===== src/rtl/tmr_pkg.sv =====
package tmr_pkg;

  typedef enum logic [1:0] {
    MODE_IDLE  = 2'b00,
    MODE_EVENT = 2'b01,
    MODE_TICK  = 2'b10,
    MODE_WIDTH = 2'b11
  } tmr_mode_e;

  typedef struct packed {
    logic      out_en;
    logic      run;
    logic      edge_neg;
    tmr_mode_e mode;
  } tmr_ctrl_t;

  localparam logic [1:0] ADDR_CTRL   = 2'd0;
  localparam logic [1:0] ADDR_RELOAD = 2'd1;
  localparam logic [1:0] ADDR_COUNT  = 2'd2;

  localparam int CTRL_BITS = $bits(tmr_ctrl_t);

endpackage


===== src/rtl/tmr_in_sync.sv =====
module tmr_in_sync #(
  parameter int STAGES = 2
) (
  input  logic clk,
  input  logic rst_n,
  input  logic async_in,
  output logic level,
  output logic rise,
  output logic fall
);
  logic [STAGES:0] chain;

  always_ff @(posedge clk or negedge rst_n) begin
    if (!rst_n) chain <= '0;
    else        chain <= {chain[STAGES-1:0], async_in};
  end

  assign level = chain[STAGES-1];
  assign rise  = chain[STAGES-1] & ~chain[STAGES];
  assign fall  = ~chain[STAGES-1] & chain[STAGES];
endmodule


===== src/rtl/tmr_count_core.sv =====
module tmr_count_core #(
  parameter int WIDTH = 8
) (
  input  logic             clk,
  input  logic             rst_n,
  input  logic             step,
  input  logic             run,
  input  logic             load_wr,
  input  logic [WIDTH-1:0] load_data,
  output logic [WIDTH-1:0] count,
  output logic [WIDTH-1:0] reload,
  output logic             wrap
);
  function automatic logic at_top(input logic [WIDTH-1:0] v);
    return &v;
  endfunction

  function automatic logic [WIDTH-1:0] advance(input logic [WIDTH-1:0] v,
                                               input logic [WIDTH-1:0] r);
    return at_top(v) ? r : v + 1'b1;
  endfunction

  assign wrap = step & at_top(count);

  always_ff @(posedge clk or negedge rst_n) begin
    if (!rst_n) begin
      count  <= '0;
      reload <= '0;
    end else begin
      if (load_wr) reload <= load_data;
      if (step)                 count <= advance(count, reload);
      else if (load_wr && !run) count <= load_data;
    end
  end
endmodule


===== src/rtl/tmr_ctrl_regs.sv =====
module tmr_ctrl_regs
  import tmr_pkg::*;
(
  input  logic                 clk,
  input  logic                 rst_n,
  input  logic                 ctrl_wr,
  input  logic [CTRL_BITS:0]   ctrl_wdata,
  input  logic                 width_done,
  input  logic                 wrap,
  output tmr_ctrl_t            ctrl,
  output logic                 irq_flag,
  output logic                 div_q
);
  always_ff @(posedge clk or negedge rst_n) begin
    if (!rst_n) begin
      ctrl     <= '0;
      irq_flag <= 1'b0;
      div_q    <= 1'b0;
    end else begin
      if (ctrl_wr)         ctrl     <= tmr_ctrl_t'(ctrl_wdata[CTRL_BITS-1:0]);
      else if (width_done) ctrl.run <= 1'b0;
      if (wrap)                                irq_flag <= 1'b1;
      else if (ctrl_wr && !ctrl_wdata[CTRL_BITS]) irq_flag <= 1'b0;
      if (wrap) div_q <= ~div_q;
    end
  end
endmodule


===== src/rtl/tmr_event_counter.sv =====
module tmr_event_counter
  import tmr_pkg::*;
#(
  parameter int WIDTH       = 8,
  parameter int SYNC_STAGES = 2
) (
  input  logic             clk,
  input  logic             rst_n,
  input  logic [1:0]       bus_addr,
  input  logic             bus_wr,
  input  logic [WIDTH-1:0] bus_wdata,
  output logic [WIDTH-1:0] bus_rdata,
  input  logic             tick_en,
  input  logic             evt_in,
  output logic             irq,
  output logic             div_out
);
  localparam int PAD = WIDTH - CTRL_BITS - 1;

  tmr_ctrl_t        ctrl;
  logic             irq_flag, div_q;
  logic             ev_level, ev_rise, ev_fall;
  logic             act_edge, act_level, inact_edge;
  logic             step_req, step, width_done, wrap;
  logic             ctrl_wr, load_wr;
  logic [WIDTH-1:0] count, reload;

  assign ctrl_wr = bus_wr && (bus_addr == ADDR_CTRL);
  assign load_wr = bus_wr && (bus_addr == ADDR_RELOAD);

  tmr_in_sync #(.STAGES(SYNC_STAGES)) u_sync (
    .clk(clk), .rst_n(rst_n), .async_in(evt_in),
    .level(ev_level), .rise(ev_rise), .fall(ev_fall)
  );

  assign act_edge   = ctrl.edge_neg ? ev_fall : ev_rise;
  assign inact_edge = ctrl.edge_neg ? ev_rise : ev_fall;
  assign act_level  = ev_level ^ ctrl.edge_neg;

  always_comb begin
    unique case (ctrl.mode)
      MODE_EVENT: step_req = act_edge;
      MODE_TICK:  step_req = tick_en;
      MODE_WIDTH: step_req = tick_en & act_level;
      default:    step_req = 1'b0;
    endcase
  end

  assign step       = ctrl.run & step_req;
  assign width_done = ctrl.run & (ctrl.mode == MODE_WIDTH) & inact_edge;

  tmr_count_core #(.WIDTH(WIDTH)) u_core (
    .clk(clk), .rst_n(rst_n), .step(step), .run(ctrl.run),
    .load_wr(load_wr), .load_data(bus_wdata),
    .count(count), .reload(reload), .wrap(wrap)
  );

  tmr_ctrl_regs u_regs (
    .clk(clk), .rst_n(rst_n), .ctrl_wr(ctrl_wr),
    .ctrl_wdata(bus_wdata[CTRL_BITS:0]), .width_done(width_done),
    .wrap(wrap), .ctrl(ctrl), .irq_flag(irq_flag), .div_q(div_q)
  );

  always_comb begin
    unique case (bus_addr)
      ADDR_CTRL:   bus_rdata = {{PAD{1'b0}}, irq_flag, ctrl};
      ADDR_RELOAD: bus_rdata = reload;
      ADDR_COUNT:  bus_rdata = count;
      default:     bus_rdata = '0;
    endcase
  end

  assign irq     = irq_flag;
  assign div_out = div_q & ctrl.out_en;
endmodule


===== config.mk =====
export PLATFORM = sky130hd
export DESIGN_NAME = tmr_event_counter
export DESIGN_NICKNAME = d
export VERILOG_FILES = /design/src/rtl/tmr_pkg.sv /design/src/rtl/tmr_in_sync.sv /design/src/rtl/tmr_count_core.sv /design/src/rtl/tmr_ctrl_regs.sv /design/src/rtl/tmr_event_counter.sv
export SDC_FILE = /design/constraint.sdc
export NUM_CORES = 1
export LEC_CHECK = 0
export ABC_AREA = 1
export BUFFER_PORTS_ARGS = -buffer_cell sky130_fd_sc_hd__buf_2
export CAP_MARGIN = 20
export CORE_ASPECT_RATIO = 0.6
export CORE_UTILIZATION = 40
export DETAILED_ROUTE_END_ITERATION = 10
export GPL_ROUTABILITY_DRIVEN = 1
export MAX_ROUTING_LAYER = met4
export PLACE_DENSITY_LB_ADDON = 0.1
export SETUP_SLACK_MARGIN = 0.2
export SYNTH_ARGS = -nofsm -noshare
export SYNTH_HDL_FRONTEND = slang
export SYNTH_SLANG_ARGS = --single-unit

===== constraint.sdc =====
create_clock -name clk -period 1.8 [get_ports clk]
set_input_delay 0.27 -clock clk [delete_from_list [all_inputs] [get_ports clk]]
set_output_delay 0.27 -clock clk [all_outputs]
set_load 0.05 [all_outputs]

**Word level (Yosys, flattened, before mapping)**

Cells that the tools add are included.

- Logic and storage cells: 49
- Bits in writable memories: 0
- Memories: 0
- Latch bits: 0
- Flip-flop bits (word level): 26
- ROM bits: 0
- Input bits: 15

- Shifts and indexed selects: 0
- Divide/modulo/power cells: 0
- Add/subtract/negate cells: 1
- Order comparisons: 0
- Reduce and logical (&&, ||, !) cells: 11
- Bitwise operators: 12
- Muxes and demuxes: 11
- Multipliers: 0
- Equal/unequal tests: 5

Operator list:

| operator | number |
|---|---|
| 2-to-1 mux 8 bit | 3 |
| one-hot mux 8 bit (3 select lines) | 1 |
| adder 8 x 1 -> 8 bit (second input constant) | 1 |
| bitwise AND 1 bit | 8 |
| AND reduction 8 bit | 1 |
| equality test 2 bit (second input constant) | 3 |
| 2-to-1 mux 1 bit | 6 |
| nonzero test 2 bit | 3 |
| equality test 2 x 1 -> 1 bit (second input constant) | 2 |
| logical AND 1 bit | 4 |
| inverter 1 bit | 3 |
| one-hot mux 1 bit (3 select lines) | 1 |
| logical NOT 1 bit | 2 |
| logical NOT 2 bit | 1 |
| XOR 1 bit | 1 |

**Logic depth before layout (Yosys ltp)**

- Depth after elaboration: 7
- Gate-level depth with buffers: 9
- Gate-level depth less buffers: 9

**Modules after synthesis**

A second synthesis with hierarchy kept.

- Cell total of the unflattened synthesis: 224
- Area total of the unflattened synthesis: 1594.0 um2

Modules (own cells, without submodules):

| module | area each (um2) | sequential area each (um2) | cells each | instances |
|---|---|---|---|---|
| tmr_count_core | 980.9 | 400.4 | 133 | 1 |
| tmr_ctrl_regs | 271.5 | 175.2 | 31 | 1 |
| tmr_event_counter | 251.5 | 0.0 | 53 | 1 |
| tmr_in_sync | 90.1 | 75.1 | 7 | 1 |

**Least setup slack after synthesis**

No wires, ideal clock.

- Path type: input to output
- From: in bus_addr[1]
- To: out bus_rdata[6]
- Path buffers: 0
- Cell stages on the path: 4
- Slack: -0.153 ns
- Arrival: 1.683 ns
- Cell sequence: inv_1 nor2_1 inv_1 o21ai_0

- Longest elaborated chain between the ends: 2
- Elaborated cells on any way between the ends: 4
- Those cells by class: eq/ne: 2; mux: 1; reduce/logical: 1

RTL lines:

| what | RTL line | RTL |
|---|---|---|
| from (decl) | tmr_event_counter.sv:9 | `input logic [1:0] bus_addr,` |
| equality test 2 bit (tied with other cells) | tmr_event_counter.sv:65 | `unique case (bus_addr)` |
| one-hot mux 8 bit (3 select lines) (*) | tmr_event_counter.sv:65 |  |
| to (decl) | tmr_event_counter.sv:12 | `output logic [WIDTH-1:0] bus_rdata,` |

Every way passes the cells marked *; elsewhere a longest branch is shown, timed or not.

**Worst setup path after layout**

- From: reg u_regs.ctrl[3] (netlist name)
- To: out bus_rdata[3]

- Longest elaborated chain between the ends: 1

RTL lines:

| what | RTL line |
|---|---|
| one-hot mux 8 bit (3 select lines) | tmr_event_counter.sv:65 |

Every way passes these cells.

==> impl_metrics.yaml <==
status:
  status: "complete, but fails checks"
  violations: "hold timing"
die:
  fp.dieW_um: 83.1
  coreArea_um2: 3720
  num_rows: 17
  die_h_um: 50.7
  dieArea_um2: 4210
  io_pins: 25
  initial_core_util_pct: 42.5
synthesis:
  synth_area_leaders: "dfrtp_1, nand2_1, inv_1"
  yosys.area_share.adder_pct: 0.792
  synth-edff-count: 0
  synth_flop_cell: "dfrtp_1"
  synthSimpleGateAreaFrac_pct: 38.2
  synth_xor_area_share_pct: 0
  synthMuxAreaShare_pct: 0
  ys_seq_area_share_pct: 41.2
  ys_ff_latch: 26
  synth_top_family_by_area: "simple AND/OR/NAND/NOR gates"
  synth_compound_area_share_pct: 10.8
  ys_warn_count: 0
  synthCells: 218
  synthArstFlopShare_pct: 100
  yosys.area.top_type: "dfrtp_1"
  synth_area_per_cell_um2: 7.25
  netlist_area_um2: 1580
  synth_top_area_share_pct: 41.2
  synthesis.nets: 234
  yosysUniqueCellTypes: 24
timing:
  setup-violations-final: 0
  finClkSkew_ps: 3.26
  fmax_ghz: 0.647
  tightest_slew_ps: 589
  maxSlewViolCount: 0
  rsz0062_at_grt: "yes"
  min_period_ps: 1540
  slew_headroom_pct: 60.7
  hold_ws_ps: -19.7
  fin_crit_sh_pct: 85.8
  hold_violations: 26
pwr:
  combPwrFrac_pct: 37.6
  p_leak_uw: 0.00100
  powerDensity_nw_per_um2: 1130
  swShare_pct: 42.9
  pwr-share-clk_pct: 19.1
  switchingPower_uw: 892
  peakVddDrop_mv: 0.384
  p_int_uw: 1190
  seq_power_share_pct: 43.3
critical_path:
  worstPathMaxFanout: 7
  crit_type: "flip-flop to output port"
  r2r-end: "u_core.count[3]"
  reg2reg_depth: 9
  r2r_start: "u_core.count[0]"
  critPathTopFamily: "buffers and inverters"
  cpMaxStageDelayCell: "dfrtp_1"
  regToRegSetupSlack_ps: 370
  cp.required_ps: 1530
  startpoint_type: "flip-flop"
  crit_path_max_incr_delay_ps: 350
  path_cells: "buf_6 -> inv_1 -> o221ai_1 -> buf_4"
  cp.arrival_ps: 1270
  end_kind: "output port"
  cp.buffers_inverters: 3
grt:
  grtUsageMet1_pct: 32.0
  met2_usage_pct: 29.5
  antenna_found_initial: 0
  grt_pass1_wl_um: 6830
  grt_overflow: 0
  grt_pass1_vias: 1354
  busiest_layer: "met1"
  grt_use_total_pct: 21.9
  grt_max_degree: 27
  grt_use_met3_pct: 5.26
cells_and_area:
  antenna-diode-count: 0
  fin_nets: 262
  synthToLayoutAreaGrowth_pct: 16.3
  fin_util_pct: 49.4
  layout-drive-gt1-share_pct: 24.9
  final_cells: 292
clock_tree:
  cts_made_buffers: 3
  cts_tree: "done"
  clkSinkCount: 26
  cts_max_path_buffers: 2
  clk-insertion-delay-late_ps: 280
  htreeDepth: 1
  cts_setup_buffers: 0
  root_buffer: "clkbuf_8"
  clkTransAtPathRegs_ps: 90
detailed_routing:
  drt_iter0_markers: 98
  vias: 1393
  routedWlPerCell_um: 13.5
  drtPass1Iterations: 4
  via_per_inst: 4.77
  wl_um: 3940
  antenna_left: 0
  drc_errors: 0
flow_run:
  cap_viol_max_count: 0
placed_design:
  place_hpwl_um: 2950
  gp_congestion: 0.851
  port_buffers: 24
  place_inst: 288
min_path:
  worstHoldPathType: "input port to async pin"
==> metal layers <==
layer | wire length (um) | up-vias
met1 | 2220 | 614
met3 | 151 | 4
met4 | 41 | 0
met2 | 1530 | 28
li1 | - | 747
met5 | 0 | -
==> how the worst max path moves through the flow <==
stage	start	endpoint	slack, ps	cells after the start
2_1_floorplan	bus_addr[1]	bus_rdata[6]	-80	4
3_3_place_gp	bus_addr[1]	bus_rdata[3]	270	5
3_5_place_dp	bus_addr[1]	bus_rdata[3]	250	5
4_1_cts	u_regs.ctrl[3]	bus_rdata[3]	230	4
5_1_grt	u_regs.ctrl[3]	bus_rdata[3]	180	4
6_report	u_regs.ctrl[3]	bus_rdata[3]	260	4
==> worst reg2reg max path, cell delays in order, from the launching register on <==
cell and delay (ps):
dfrtp_1 450, ha_2 250, nand3_2 90, inv_2 60, nand2_4 110, clkinv_4 100
nand2_1 70, nand2_1 50, nand2_1 80, nand3_2 70
==> synthesized netlist by cell type, types with 2 or more instances <==
| cell | n |
|---|---|
| nand2_1 | 80 |
| buf_2 | 2 |
| o221ai_1 | 2 |
| o21ai_2 | 2 |
| nand3_2 | 6 |
| nand2_2 | 5 |
| o21ai_1 | 2 |
| nand3_1 | 18 |
| dfrtp_1 | 26 |
| a21oi_1 | 2 |
| inv_2 | 3 |
| o21ai_0 | 17 |
| o211ai_1 | 4 |
| inv_1 | 26 |
| nand2_4 | 3 |
| nor2_1 | 12 |
==> cell type report <==
| class | instances | area, um2 |
|---|---|---|
| flip-flops and latches | 26 | 652 |
| repair buffers | 25 | 139 |
| clock buffers | 4 | 55.1 |
| well taps | 47 | 58.8 |
| fillers | 390 | 1880 |
| multi-input cells | 158 | 801 |
| inverters | 32 | 133 |
==> sequential cells by signal (all words and copies together) (netlist names) <==
name             count
u_regs.irq_flag      1
u_regs.div_q         1
u_core.count         8
u_regs.ctrl          5
u_core.reload        8
u_sync.chain         3
==> metrics by stage <==
step	total power, uW	setup slack (ps)	instance area [um2]	setup TNS [ps]
6_report	2080	255	1840	0
5_1_grt	2240	181	1840	0
4_1_cts	2070	225	1830	0
3_5_place_dp	1660	248	1770	0
3_3_place_gp	1680	270	1770	0
2_1_floorplan	1460	-80.1	1590	-160
==> power by group through the flow <==
stage               registers [uW]  logic, uW  clock network [uW]
global route                   923        891                 426
floorplan                      851        611                   0
global placement               912        770                   0
detailed placement             901        762                   0
finish                         901        783                 396
CTS                            891        773                 404
==> repair_timing <==
action	CTS	global route
endpoints found under the setup margin	1	5
hold buffers	0	0
resized for setup	1	5
==> cells by family (layout without fill, tap and decap cells) <==
group	count (synthesis)	count (layout)
compound gates	29	29
fa+ha+maj	1	1
buf+inv	34	61
flops	26	26
simple gates	128	128
==> placed cells by master, fill, tap and decap left out, types with 2 or more instances in the layout <==
cell / n
a21oi_1: 2
buf_2: 21
clkbuf_4: 2
clkbuf_8: 4
dfrtp_1: 25
inv_1: 24
inv_2: 5
nand2_1: 80
nand2_2: 5
nand2_4: 3
nand3_1: 18
nand3_2: 6
nor2_1: 10
nor2_2: 3
o211ai_1: 4
o21ai_0: 17
o21ai_1: 2
o21ai_2: 2
(Power assumes the default switching activity.)
